## src/rtl/startup_seq.sv

```systemverilog
module startup_seq #(
  parameter int CNT_W = 24,
  parameter int PER_W = 16
) (
  input  logic             clk,
  input  logic             rst_n,
  input  logic             halt,
  input  logic [CNT_W-1:0] align_len,
  input  logic [CNT_W-1:0] ramp_len,
  input  logic [PER_W-1:0] per_start,
  input  logic [PER_W-1:0] per_step,
  input  logic [PER_W-1:0] per_floor,
  input  logic             pll_tick,
  output logic             step_o,
  output logic             seq_hold,
  output logic [1:0]       mode_o,
  output logic             bemf_en
);
  localparam logic [1:0] M_ALIGN = 2'b00;
  localparam logic [1:0] M_RAMP  = 2'b01;
  localparam logic [1:0] M_RUN   = 2'b10;

  logic [1:0]       mode_q;
  logic [CNT_W-1:0] tmr_q;
  logic             done_q;
  logic [PER_W-1:0] ph_q;
  logic [PER_W-1:0] per_q;
  logic             step_q;

  logic [PER_W-1:0] floor_eff, start_eff, per_next;
  logic [CNT_W:0]   tmr_inc;
  logic             align_end, ramp_exp, strobe;

  assign floor_eff = (per_floor == '0) ? PER_W'(1) : per_floor;
  assign start_eff = (per_start > floor_eff) ? per_start : floor_eff;
  assign tmr_inc   = {1'b0, tmr_q} + (CNT_W+1)'(1);
  assign align_end = tmr_inc >= {1'b0, align_len};
  assign ramp_exp  = done_q | (tmr_inc >= {1'b0, ramp_len});
  assign strobe    = ({1'b0, ph_q} + (PER_W+1)'(1)) >= {1'b0, per_q};
  assign per_next  = ({1'b0, per_q} > ({1'b0, floor_eff} + {1'b0, per_step}))
                     ? per_q - per_step : floor_eff;

  always_ff @(posedge clk or negedge rst_n) begin
    if (!rst_n) begin
      mode_q <= M_ALIGN;
      tmr_q  <= '0;
      done_q <= 1'b0;
      ph_q   <= '0;
      per_q  <= '0;
      step_q <= 1'b0;
    end else if (halt) begin
      mode_q <= M_ALIGN;
      tmr_q  <= '0;
      done_q <= 1'b0;
      ph_q   <= '0;
      per_q  <= '0;
      step_q <= 1'b0;
    end else begin
      case (mode_q)
        M_ALIGN: begin
          step_q <= 1'b0;
          if (align_end) begin
            mode_q <= M_RAMP;
            tmr_q  <= '0;
            ph_q   <= '0;
            per_q  <= start_eff;
          end else begin
            tmr_q <= tmr_q + CNT_W'(1);
          end
        end
        M_RAMP: begin
          if (!done_q) begin
            tmr_q <= tmr_q + CNT_W'(1);
            if (ramp_exp) done_q <= 1'b1;
          end
          step_q <= strobe;
          if (strobe) begin
            ph_q  <= '0;
            per_q <= per_next;
            if (ramp_exp) mode_q <= M_RUN;
          end else begin
            ph_q <= ph_q + PER_W'(1);
          end
        end
        M_RUN:   step_q <= pll_tick;
        default: mode_q <= M_ALIGN;
      endcase
    end
  end

  assign step_o   = step_q;
  assign mode_o   = mode_q;
  assign seq_hold = (mode_q == M_ALIGN);
  assign bemf_en  = (mode_q == M_RUN);
endmodule

```

## config.mk

```make
export PLATFORM = sky130hd
export DESIGN_NAME = startup_seq
export DESIGN_NICKNAME = d
export VERILOG_FILES = /design/src/rtl/startup_seq.sv
export SDC_FILE = /design/constraint.sdc
export NUM_CORES = 1
export LEC_CHECK = 0
export BUFFER_PORTS_ARGS = -buffer_cell sky130_fd_sc_hd__buf_2
export CORE_MARGIN = 2
export CORE_UTILIZATION = 55
export CTS_CLUSTER_SIZE = 8
export DETAILED_ROUTE_END_ITERATION = 7
export PLACE_DENSITY = 0.77
export SYNTH_ARGS = -nofsm -noshare
export SYNTH_HDL_FRONTEND = slang
export SYNTH_SLANG_ARGS = --single-unit
```

## constraint.sdc

```tcl
create_clock -name clk -period 5.5 [get_ports clk]
set_input_delay 0.275 -clock clk [delete_from_list [all_inputs] [get_ports clk]]
set_output_delay 0.275 -clock clk [all_outputs]
set_load 0.1 [all_outputs]
```

==> impl_metrics.toml, run 1 <==
[clock_tree]
clock_latency_ns = 0.34
clockRootBuffer = "clkbuf_16"
clk_pin_slew_worst_paths_ns = 0.06
clockBufferDepth = 2
post_cts_buffers = 0
cts-resized-gates = 0
cts_tree = "built"
cts_max_level = 3
numCtsBuffers = 9
ctsHoldBuffers = 0
cts.sinks = 60

[logic_synthesis]
synth-main-ff-cell = "dfrtp_1"
synth_most_common_cell = "ha_1"
ys_seq_elements = 60
synth-edff-count = 0
synth_common_cells = "128 x ha_1, 117 x inv_1, 74 x nand2_1, 71 x o21ai_0, 60 x dfrtp_1"
yosysWarnings = 0
avgSynthCellArea_um2 = 7.93
async_reset_ff_frac = 1.00
synth_cell_types = 68
synth_nets = 1206
seq_area_frac_synth = 0.194
netlist_top_cells_area = "ha_1 21%, dfrtp_1 19%, inv_1 5.7%, o21ai_0 4.6%, xnor2_1 4.5%"
synth_top_area_frac = 0.207
syn_inst = 976
yosys.area.top_type = "ha_1"
synth_area_um2 = 7740

[timing]
fmax_ghz = 0.205
hold_viol_final = 0
fin_crit_sh = 0.887
timing.slew.headroom = 0.441
period_minus_slack_ns = 4.88
setup_violations = 0
tns_ns = 0
slew_viol_final = 0
fin_ws_ns = 0.623
finalClockSkew_ns = 0.00773
worstMarginPinSlew_ns = 0.838
rsz0062_at_grt = "no"

[critical_path]
worstSetupEndpointType = "flop"
worst_path_largest_cell_delay_ns = 0.53
reg2reg_depth = 16
critPathKind = "reg -> reg"
worstPathRequired_ns = 5.75
r2r_end = "tmr_q[19]$_DFFE_PN0P_"
critPathLaunchType = "flop"
r2r_slack_ns = 0.62
cp_max_fo = 8
crit_path_frequent_cell = "nor2_1"
rr_startpoint = "tmr_q[2]$_DFFE_PN0P_"
worst_ep_arrival_time_ns = 5.13
cpMaxStageDelayCell = "or3_1"
worstPathCellList = "nand3_1 -> nor2_1 -> nand2_1 -> nor2_1 -> and2_1 -> nand3_1 -> xnor2_1 -> ha_1 -> o21a_1 -> o21ai_0 -> nor2_1 -> a211oi_2 -> a21oi_2 -> or3_1 -> or3_1 -> o21ai_0"

[global_route]
antenna_found_initial = 0
gr-total-overflow = 0
grt_max_degree = 61
grt_pass1_vias = 7182
grt_pass1_wl_mm = 34.1
grtUsageTotal = 0.283

[final_layout]
final_cells = 1244
area_growth_pct = 12.5
num-nets-final = 1289
drive_above_1_share = 0.143
num_antenna_cells = 0

[floorplan]
die-area_um2 = 15000
initial_utilization = 0.560
pin_count = 105
rows = 43
die_h_um = 123
core_region_area_um2 = 13800
fp.dieW_um = 123

[route]
dr_wl_met3_mm = 1.51
wl_met2_mm = 9.06
dr.first_iter.drc_count = 726
wl_met1_mm = 9.50
vias_per_cell = 6.04
drt-total-wl_mm = 20.6
wl_per_cell_um = 16.6
firstDrtPassIters = 5
antenna_left = 0
dr.max_layer_used = "met4"
drc = 0
dr_total_vias = 7512

[place]
placedCellCount = 1228
hpwl_mm = 16.2
place.gp.congestion = 0.962
port_buffers = 104
dp_slack_ns = 0.342

[status]
status = "finished clean"

[power]
cellPowerDensity_nw_per_um2 = 186
p_leak_nw = 4.48
peakVddDrop_mv = 0.128

[hold_path]
hold_class = "in -> async"

[run]
cap_violations = 0
layer usage:
metal  global-route usage  vias to the layer above
met5                    0                        -
met4                0.114                        0
met3               0.0321                       50
met2                0.445                      323
met1                0.397                     3460
li1                     -                     3679
stage by stage:
step / hold WS [ns] / total power [W] / area [um^2] / util
floorplan: -0.0206 / 0.000864 / 7740 / -
detailed placement: 0.510 / 0.00103 / 8410 / 0.608
global route: 0.192 / 0.00171 / 8710 / 0.630
global placement: 0.499 / 0.00102 / 8410 / 0.608
finish: 0.0803 / 0.00162 / 8710 / 0.630
CTS: 0.155 / 0.00161 / 8710 / 0.630
worst max-delay path: cells and delay by family, from the launching register on:
kind	cells	cell delay, ns
simple gates	9	2.55
compound gates	5	1.13
xor+xnor	1	0.33
flops	1	0.46
fa+ha+maj	1	0.32
where the power goes:
group	switching (W)	total (W)	leakage, nW	internal (W)
sequential	0.0000245	0.000481	0.819	0.000457
combinational	0.000311	0.000552	3.51	0.000241
clock	0.000211	0.000585	0.149	0.000374
total	0.000546	0.00162	4.48	0.00107
logic make-up after synthesis:
| kind of cell | Yosys count | share of synthesized area |
|---|---|---|
| adder cells (fa/ha/maj) | 133 | 0.216 |
| AND/OR/NAND/NOR | 278 | 0.182 |
| buffers and inverters | 162 | 0.0832 |
| flip-flops | 60 | 0.194 |
| AO/OA/AOI/OAI | 266 | 0.235 |
| multiplexers | 13 | 0.0170 |
| XOR/XNOR | 64 | 0.0724 |
registers in the layout, summed over array words and instances (netlist names):
signal / flops
tmr_q: 24
per_q: 16
step_o: 1
mode_o: 2
ph_q: 16
done_q: 1
layout make-up:
class / count / area (um^2)
inverter: 117 / 439
multi-input combinational: 754 / 5600
clock buffer: 12 / 256
fill: 1201 / 5120
tap: 180 / 225
sequential: 60 / 1500
clock inverter: 4 / 47.5
timing repair buffer: 117 / 643
cells in the final DEF, fill, tap and decap left out, drive strengths merged, types with 4 or more instances in the layout:
cell / n
nand2: 74
nor4: 11
a2111oi: 4
buf: 117
nand2b: 14
a311oi: 4
dfrtp: 60
nor3: 24
mux2i: 12
a31oi: 7
or3: 6
inv: 117
o21ai: 73
nand3: 31
a211oi: 9
and3: 10
and2: 7
o41ai: 5
a22o: 15
o31ai: 14
a211o: 4
or2: 7
o21a: 15
a21oi: 50
nand4: 19
nor2: 46
and4: 7
xor2: 24
nor2b: 17
a32o: 9
o211ai: 13
a21o: 17
clkbuf: 12
ha: 128
xnor2: 40
how the worst max path moves through the flow:
stage                          from  slack (ns)  depth (start not counted)                     to
2_1_floorplan          per_floor[6]        0.63                         25  per_q[15]$_DFFE_PN0P_
3_3_place_gp           per_floor[4]        0.44                         24   per_q[3]$_DFFE_PN0P_
3_5_place_dp          per_floor[12]        0.34                         25  per_q[13]$_DFFE_PN0P_
4_1_cts                per_floor[4]        0.68                         25  per_q[13]$_DFFE_PN0P_
5_1_grt        tmr_q[2]$_DFFE_PN0P_        0.22                         17  per_q[14]$_DFFE_PN0P_
6_report       tmr_q[2]$_DFFE_PN0P_        0.62                         16  tmr_q[19]$_DFFE_PN0P_
Power figures use the tool's default switching activity.
==> inputs of run 2 (changes only) <==
Clock period 5.5 ns to 6.2 ns, I/O delays scaled along.
==> run 2 against run 1 <==
Global-route usage fell by 0.22 points. Sequential cell count did not move. First-iteration DRC count fell by 21%. Clock power fell by 21%. Largest power group is now combinational cells. Hold slack improved by 0.081 ns. Via count fell by 1.6%. Combinational power fell by 13%. Die area did not move. Worst setup slack improved by 0.10 ns. Clock-buffer cell count did not move. Clock skew rose by 0.0019 ns.
==> impl_metrics.toml, run 2 (synthesized netlist as in run 1, its figures left out) <==
[final_layout]
area_growth_pct = 11.4
reg_top3 = "tmr_q x24, per_q x16, ph_q x16"
final_cell_area_um2 = 8620
num_antenna_cells = 0
final_common_cell = "ha_1"
largest_register_ffs = 24
layout_common_cells = "128 x ha_1, 117 x inv_1, 104 x buf_2, 74 x nand2_1, 71 x o21ai_0"
top_register = "tmr_q"
num-nets-final = 1285
drive_above_1_share = 0.139

[timing]
fmax_ghz = 0.183
rsz0062_at_grt = "no"
setup_violations = 0
fin_crit_sh = 0.883
holdWs_ns = 0.162
hold_viol_final = 0
fin_ws_ns = 0.724
finalClockSkew_ns = 0.00961
timing.slew.headroom = 0.345
worstMarginPinSlew_ns = 0.979
tns_ns = 0
period_minus_slack_ns = 5.48
slew_viol_final = 0

[clock_tree]
post_cts_buffers = 0
clockBufferDepth = 2
ctsHoldBuffers = 0
cts_max_level = 3
cts_tree = "built"
clockRootBuffer = "clkbuf_16"
numCtsBuffers = 9
clk_pin_slew_worst_paths_ns = 0.06
cts-resized-gates = 0
cts.sinks = 60
clock_latency_ns = 0.33

[global_route]
grt_pass1_wl_mm = 33.8
antenna_found_initial = 0
grt_pass1_vias = 7046
grt_max_degree = 61
gr-total-overflow = 0
grtUsageTotal = 0.281

[place]
dp_slack_ns = 0.495
dpl_cell_area_um2 = 8350
port_buffers = 104
place.gp.congestion = 0.909
hpwl_mm = 16.0

[power]
netSwitchingPower_w = 0.000477
p_clk_frac = 0.339
sw_frac_of_total = 0.349
total_power_w = 0.00137
p_leak_nw = 4.43
seq_power_share = 0.311
peakVddDrop_mv = 0.105
comb_power_share = 0.350
p_int_w = 0.000891
cellPowerDensity_nw_per_um2 = 159

[critical_path]
rr_startpoint = "tmr_q[0]$_DFFE_PN0P_"
reg2reg_depth = 17
critPathLaunchType = "input port"
r2r_end = "per_q[10]$_DFFE_PN0P_"
crit_path_start = "per_floor[12]"
critPathKind = "in -> reg"
crit_end = "per_q[13]$_DFFE_PN0P_"
worstSetupEndpointType = "flop"
worstPathRequired_ns = 6.40
worst_ep_arrival_time_ns = 5.68
r2r_slack_ns = 1.12
cp_max_fo = 22

[route]
drc = 0
firstDrtPassIters = 7
drt-total-wl_mm = 20.1
dr_total_vias = 7393
antenna_left = 0
wl_per_cell_um = 16.2
dr.first_iter.drc_count = 576
vias_per_cell = 5.96

[status]
status = "finished clean"

[hold_path]
hold_class = "in -> async"

[floorplan]
die_h_um = 123
fp.dieW_um = 123
rows = 43
pin_count = 105
core_region_area_um2 = 13800
die-area_um2 = 15000
initial_utilization = 0.560

[run]
cap_violations = 0
==> run 2: changes by cell type in the layout (fill, tap and decap cells not counted), sizes merged <==
cell      change
buf           -4
bufinv        -1
clkinvlp      +1
==> run 2: worst min-delay path by stage <==
stage / start / to / cells after the start
CTS: rst_n / tmr_q[20]$_DFFE_PN0P_ / 2
floorplan: rst_n / done_q$_DFFE_PN0P_ / 0
global placement: done_q$_DFFE_PN0P_ / done_q$_DFFE_PN0P_ / 2
detailed placement: done_q$_DFFE_PN0P_ / done_q$_DFFE_PN0P_ / 2
finish: rst_n / tmr_q[20]$_DFFE_PN0P_ / 2
global route: rst_n / tmr_q[20]$_DFFE_PN0P_ / 2
==> run 2: power groups by stage <==
stage	clock, W	sequential [W]	combinational, W
final	0.000463	0.000426	0.000479
after global routing	0.000487	0.000428	0.000542
after CTS	0.000470	0.000425	0.000474
after detailed placement	0	0.000432	0.000469
after global placement	0	0.000432	0.000463
after floorplan	0	0.000424	0.000343
==> run 2: cell type report <==
| cell class | count | area [um^2] |
|---|---|---|
| clock inverters | 4 | 25.0 |
| repair buffers | 113 | 588 |
| flip-flops and latches | 60 | 1500 |
| well taps | 180 | 225 |
| fillers | 1255 | 5200 |
| multi-input cells | 754 | 5600 |
| clock buffers | 12 | 246 |
| inverters | 117 | 439 |
==> run 2: critical path, stage by stage <==
cell	delay (ns)
buf_2	0.15
nor3_1	0.10
a41o_1	0.30
ha_1	0.24
inv_1	0.08
fa_1	0.19
inv_1	0.05
maj3_2	0.32
a221oi_2	0.40
nor3_1	0.15
nor3_2	0.37
a21oi_1	0.11
or2_1	0.28
a2111oi_0	0.40
nor3_1	0.12
ha_1	0.30
o21ai_0	0.08
nand2b_1	0.08
a21oi_1	0.07
a21oi_1	0.10
and3_1	0.20
o211ai_2	0.41
or2_2	0.47
a311oi_1	0.26
o41ai_1	0.12
==> run 2: layer usage <==
layer | vias to the layer above | share of wire | GRT usage
met2 | 267 | 0.45 | 0.455
met5 | - | 0 | 0
met3 | 28 | 0.067 | 0.0339
li1 | 3679 | - | -
met1 | 3419 | 0.46 | 0.397
met4 | 0 | 0.018 | 0.0761
==> run 2: through the flow <==
step / cells / utilization
floorplan: 976 / -
global placement: 1224 / 0.604
detailed placement: 1224 / 0.604
CTS: 1240 / 0.624
global route: 1240 / 0.624
finish: 1240 / 0.624
==> inputs of run 3 (changes only) <==
Settings changed: CORE_ASPECT_RATIO from default to 0.75.
==> run 3 against run 2 <==
Sequential cell count unchanged. Combinational power grew 3%. Global-route usage is 0.50 points higher. Sequential power barely moved. Utilization is 1.0 points higher. Cell count down 0.24%. Clock power increased by 29%. Cell area increased by 1.0%. Critical endpoint is now per_q[3]$_DFFE_PN0P_. Highest routed layer unchanged.
==> impl_metrics.toml, run 3 (synthesized netlist as in run 1, its figures left out) <==
[global_route]
grt_max_degree = 61
antenna_found_initial = 0
grtUsageTotal = 0.286
gr-total-overflow = 0
grt_pass1_vias = 7023
grt_pass1_wl_mm = 34.9

[timing]
fin_crit_sh = 0.890
hold_viol_final = 0
period_minus_slack_ns = 5.52
rsz0062_at_grt = "no"
tns_ns = 0
timing.slew.headroom = 0.421
fmax_ghz = 0.181
finalClockSkew_ns = 0.00903
holdWs_ns = 0.142
worstMarginPinSlew_ns = 0.866
slew_viol_final = 0
setup_violations = 0

[clock_tree]
cts_max_level = 3
numCtsBuffers = 9
post_cts_buffers = 0
clk_pin_slew_worst_paths_ns = 0.06
clockBufferDepth = 2
clockRootBuffer = "clkbuf_16"
ctsHoldBuffers = 0
clock_latency_ns = 0.34
cts.sinks = 60
cts_tree = "built"
cts-resized-gates = 0

[power]
peakVddDrop_mv = 0.158
seq_power_share = 0.280
cellPowerDensity_nw_per_um2 = 174
comb_power_share = 0.325
p_leak_nw = 4.48
netSwitchingPower_w = 0.000485
sw_frac_of_total = 0.320
p_clk_frac = 0.395
p_int_w = 0.00103

[final_layout]
final_common_cell = "ha_1"
num_antenna_cells = 0
area_growth_pct = 12.5
drive_above_1_share = 0.141
layout_common_cells = "128 x ha_1, 117 x inv_1, 104 x buf_2, 74 x nand2_1, 71 x o21ai_0"
num-nets-final = 1287
reg_top3 = "tmr_q x24, per_q x16, ph_q x16"
largest_register_ffs = 24
fill_cells = 1230
top_register = "tmr_q"

[critical_path]
crit_path_start = "per_floor[2]"
r2r_end = "per_q[10]$_DFFE_PN0P_"
r2r_slack_ns = 0.72
critPathKind = "in -> reg"
worst_ep_arrival_time_ns = 5.75
crit_end = "per_q[3]$_DFFE_PN0P_"
rr_startpoint = "tmr_q[0]$_DFFE_PN0P_"
worstPathRequired_ns = 6.43
reg2reg_depth = 17
worstSetupEndpointType = "flop"
critPathLaunchType = "input port"
cp_max_fo = 19

[floorplan]
die-area_um2 = 15100
initial_utilization = 0.563
die_h_um = 107
rows = 37
core_region_area_um2 = 13700
fp.dieW_um = 141
pin_count = 105

[hold_path]
hold_class = "in -> async"

[run]
cap_violations = 0

[place]
place.gp.congestion = 0.940
port_buffers = 104
hpwl_mm = 16.7

[route]
dr_total_vias = 7440
wl_per_cell_um = 17.0
drt-total-wl_mm = 21.1
dr.first_iter.drc_count = 702
antenna_left = 0
firstDrtPassIters = 6
drc = 0
vias_per_cell = 6.01

[status]
status = "finished clean"
-- run 3: cell count changes in the layout (fill, tap and decap cells not counted) --
cell	before	now
buf_4	9	11
bufinv_16	0	3
clkbuf_1	2	1
clkbuf_8	1	2
clkinv_2	2	1
clkinvlp_4	2	0
-- run 3: critical path: stages --
cell and delay (ns):
buf_2 0.15, nor4_1 0.39, a41o_1 0.33, ha_1 0.25
a211oi_2 0.11, a2111oi_0 0.61, nor3_1 0.21, o211ai_1 0.38
a31oi_1 0.26, nor3_1 0.24, a2111o_1 0.14, a21oi_1 0.08
xor2_1 0.15, ha_1 0.20, nor4_1 0.26, o2111ai_1 0.18
and3_1 0.25, o211ai_2 0.33, buf_4 0.31, a211oi_1 0.07
a211o_1 0.27, a32o_1 0.24
-- run 3: how the worst min path moves through the flow --
stage	to	slack, ns	cells after the start
after floorplan	done_q$_DFFE_PN0P_	0.01	0
after global placement	done_q$_DFFE_PN0P_	0.50	2
after detailed placement	ph_q[4]$_DFFE_PN0P_	0.52	2
after CTS	tmr_q[20]$_DFFE_PN0P_	0.17	2
after global routing	tmr_q[20]$_DFFE_PN0P_	0.21	2
final	tmr_q[20]$_DFFE_PN0P_	0.14	2
-- run 3: layout make-up --
class | instances | area, um^2 | area share
Sequential cell | 60 | 1500 | 0.172
Clock buffer | 12 | 256 | 0.0294
Timing Repair Buffer | 115 | 603 | 0.0692
Inverter | 117 | 439 | 0.0504
Tap cell | 175 | 219 | 0.0251
Multi-Input combinational cell | 754 | 5600 | 0.642
Clock inverter | 4 | 95.1 | 0.0109
-- run 3: stage by stage --
step                instances  power [W]   util  worst slack, ns  cell area [um^2]
detailed placement       1221   0.000907  0.608            0.513              8360
CTS                      1237    0.00151  0.634            0.851              8710
global route             1237    0.00159  0.634            0.378              8710
floorplan                 976   0.000767      -             1.29              7740
global placement         1221   0.000900  0.608            0.680              8360
finish                   1237    0.00151  0.634            0.681              8710
-- run 3: layer usage --
metal / vias to the layer above / track usage / part of all wire
li1: 3690 / - / -
met1: 3485 / 0.443 / 0.50
met2: 239 / 0.419 / 0.41
met3: 26 / 0.0527 / 0.073
met4: 0 / 0.0464 / 0.010
met5: - / 0 / 0
-- run 3: power by group through the flow --
stage / Clock [W] / Sequential, W / Combinational (W)
2_1_floorplan: 0 / 0.000424 / 0.000343
3_3_place_gp: 0 / 0.000430 / 0.000470
3_5_place_dp: 0 / 0.000430 / 0.000477
4_1_cts: 0.000599 / 0.000424 / 0.000483
5_1_grt: 0.000618 / 0.000426 / 0.000550
6_report: 0.000597 / 0.000424 / 0.000491
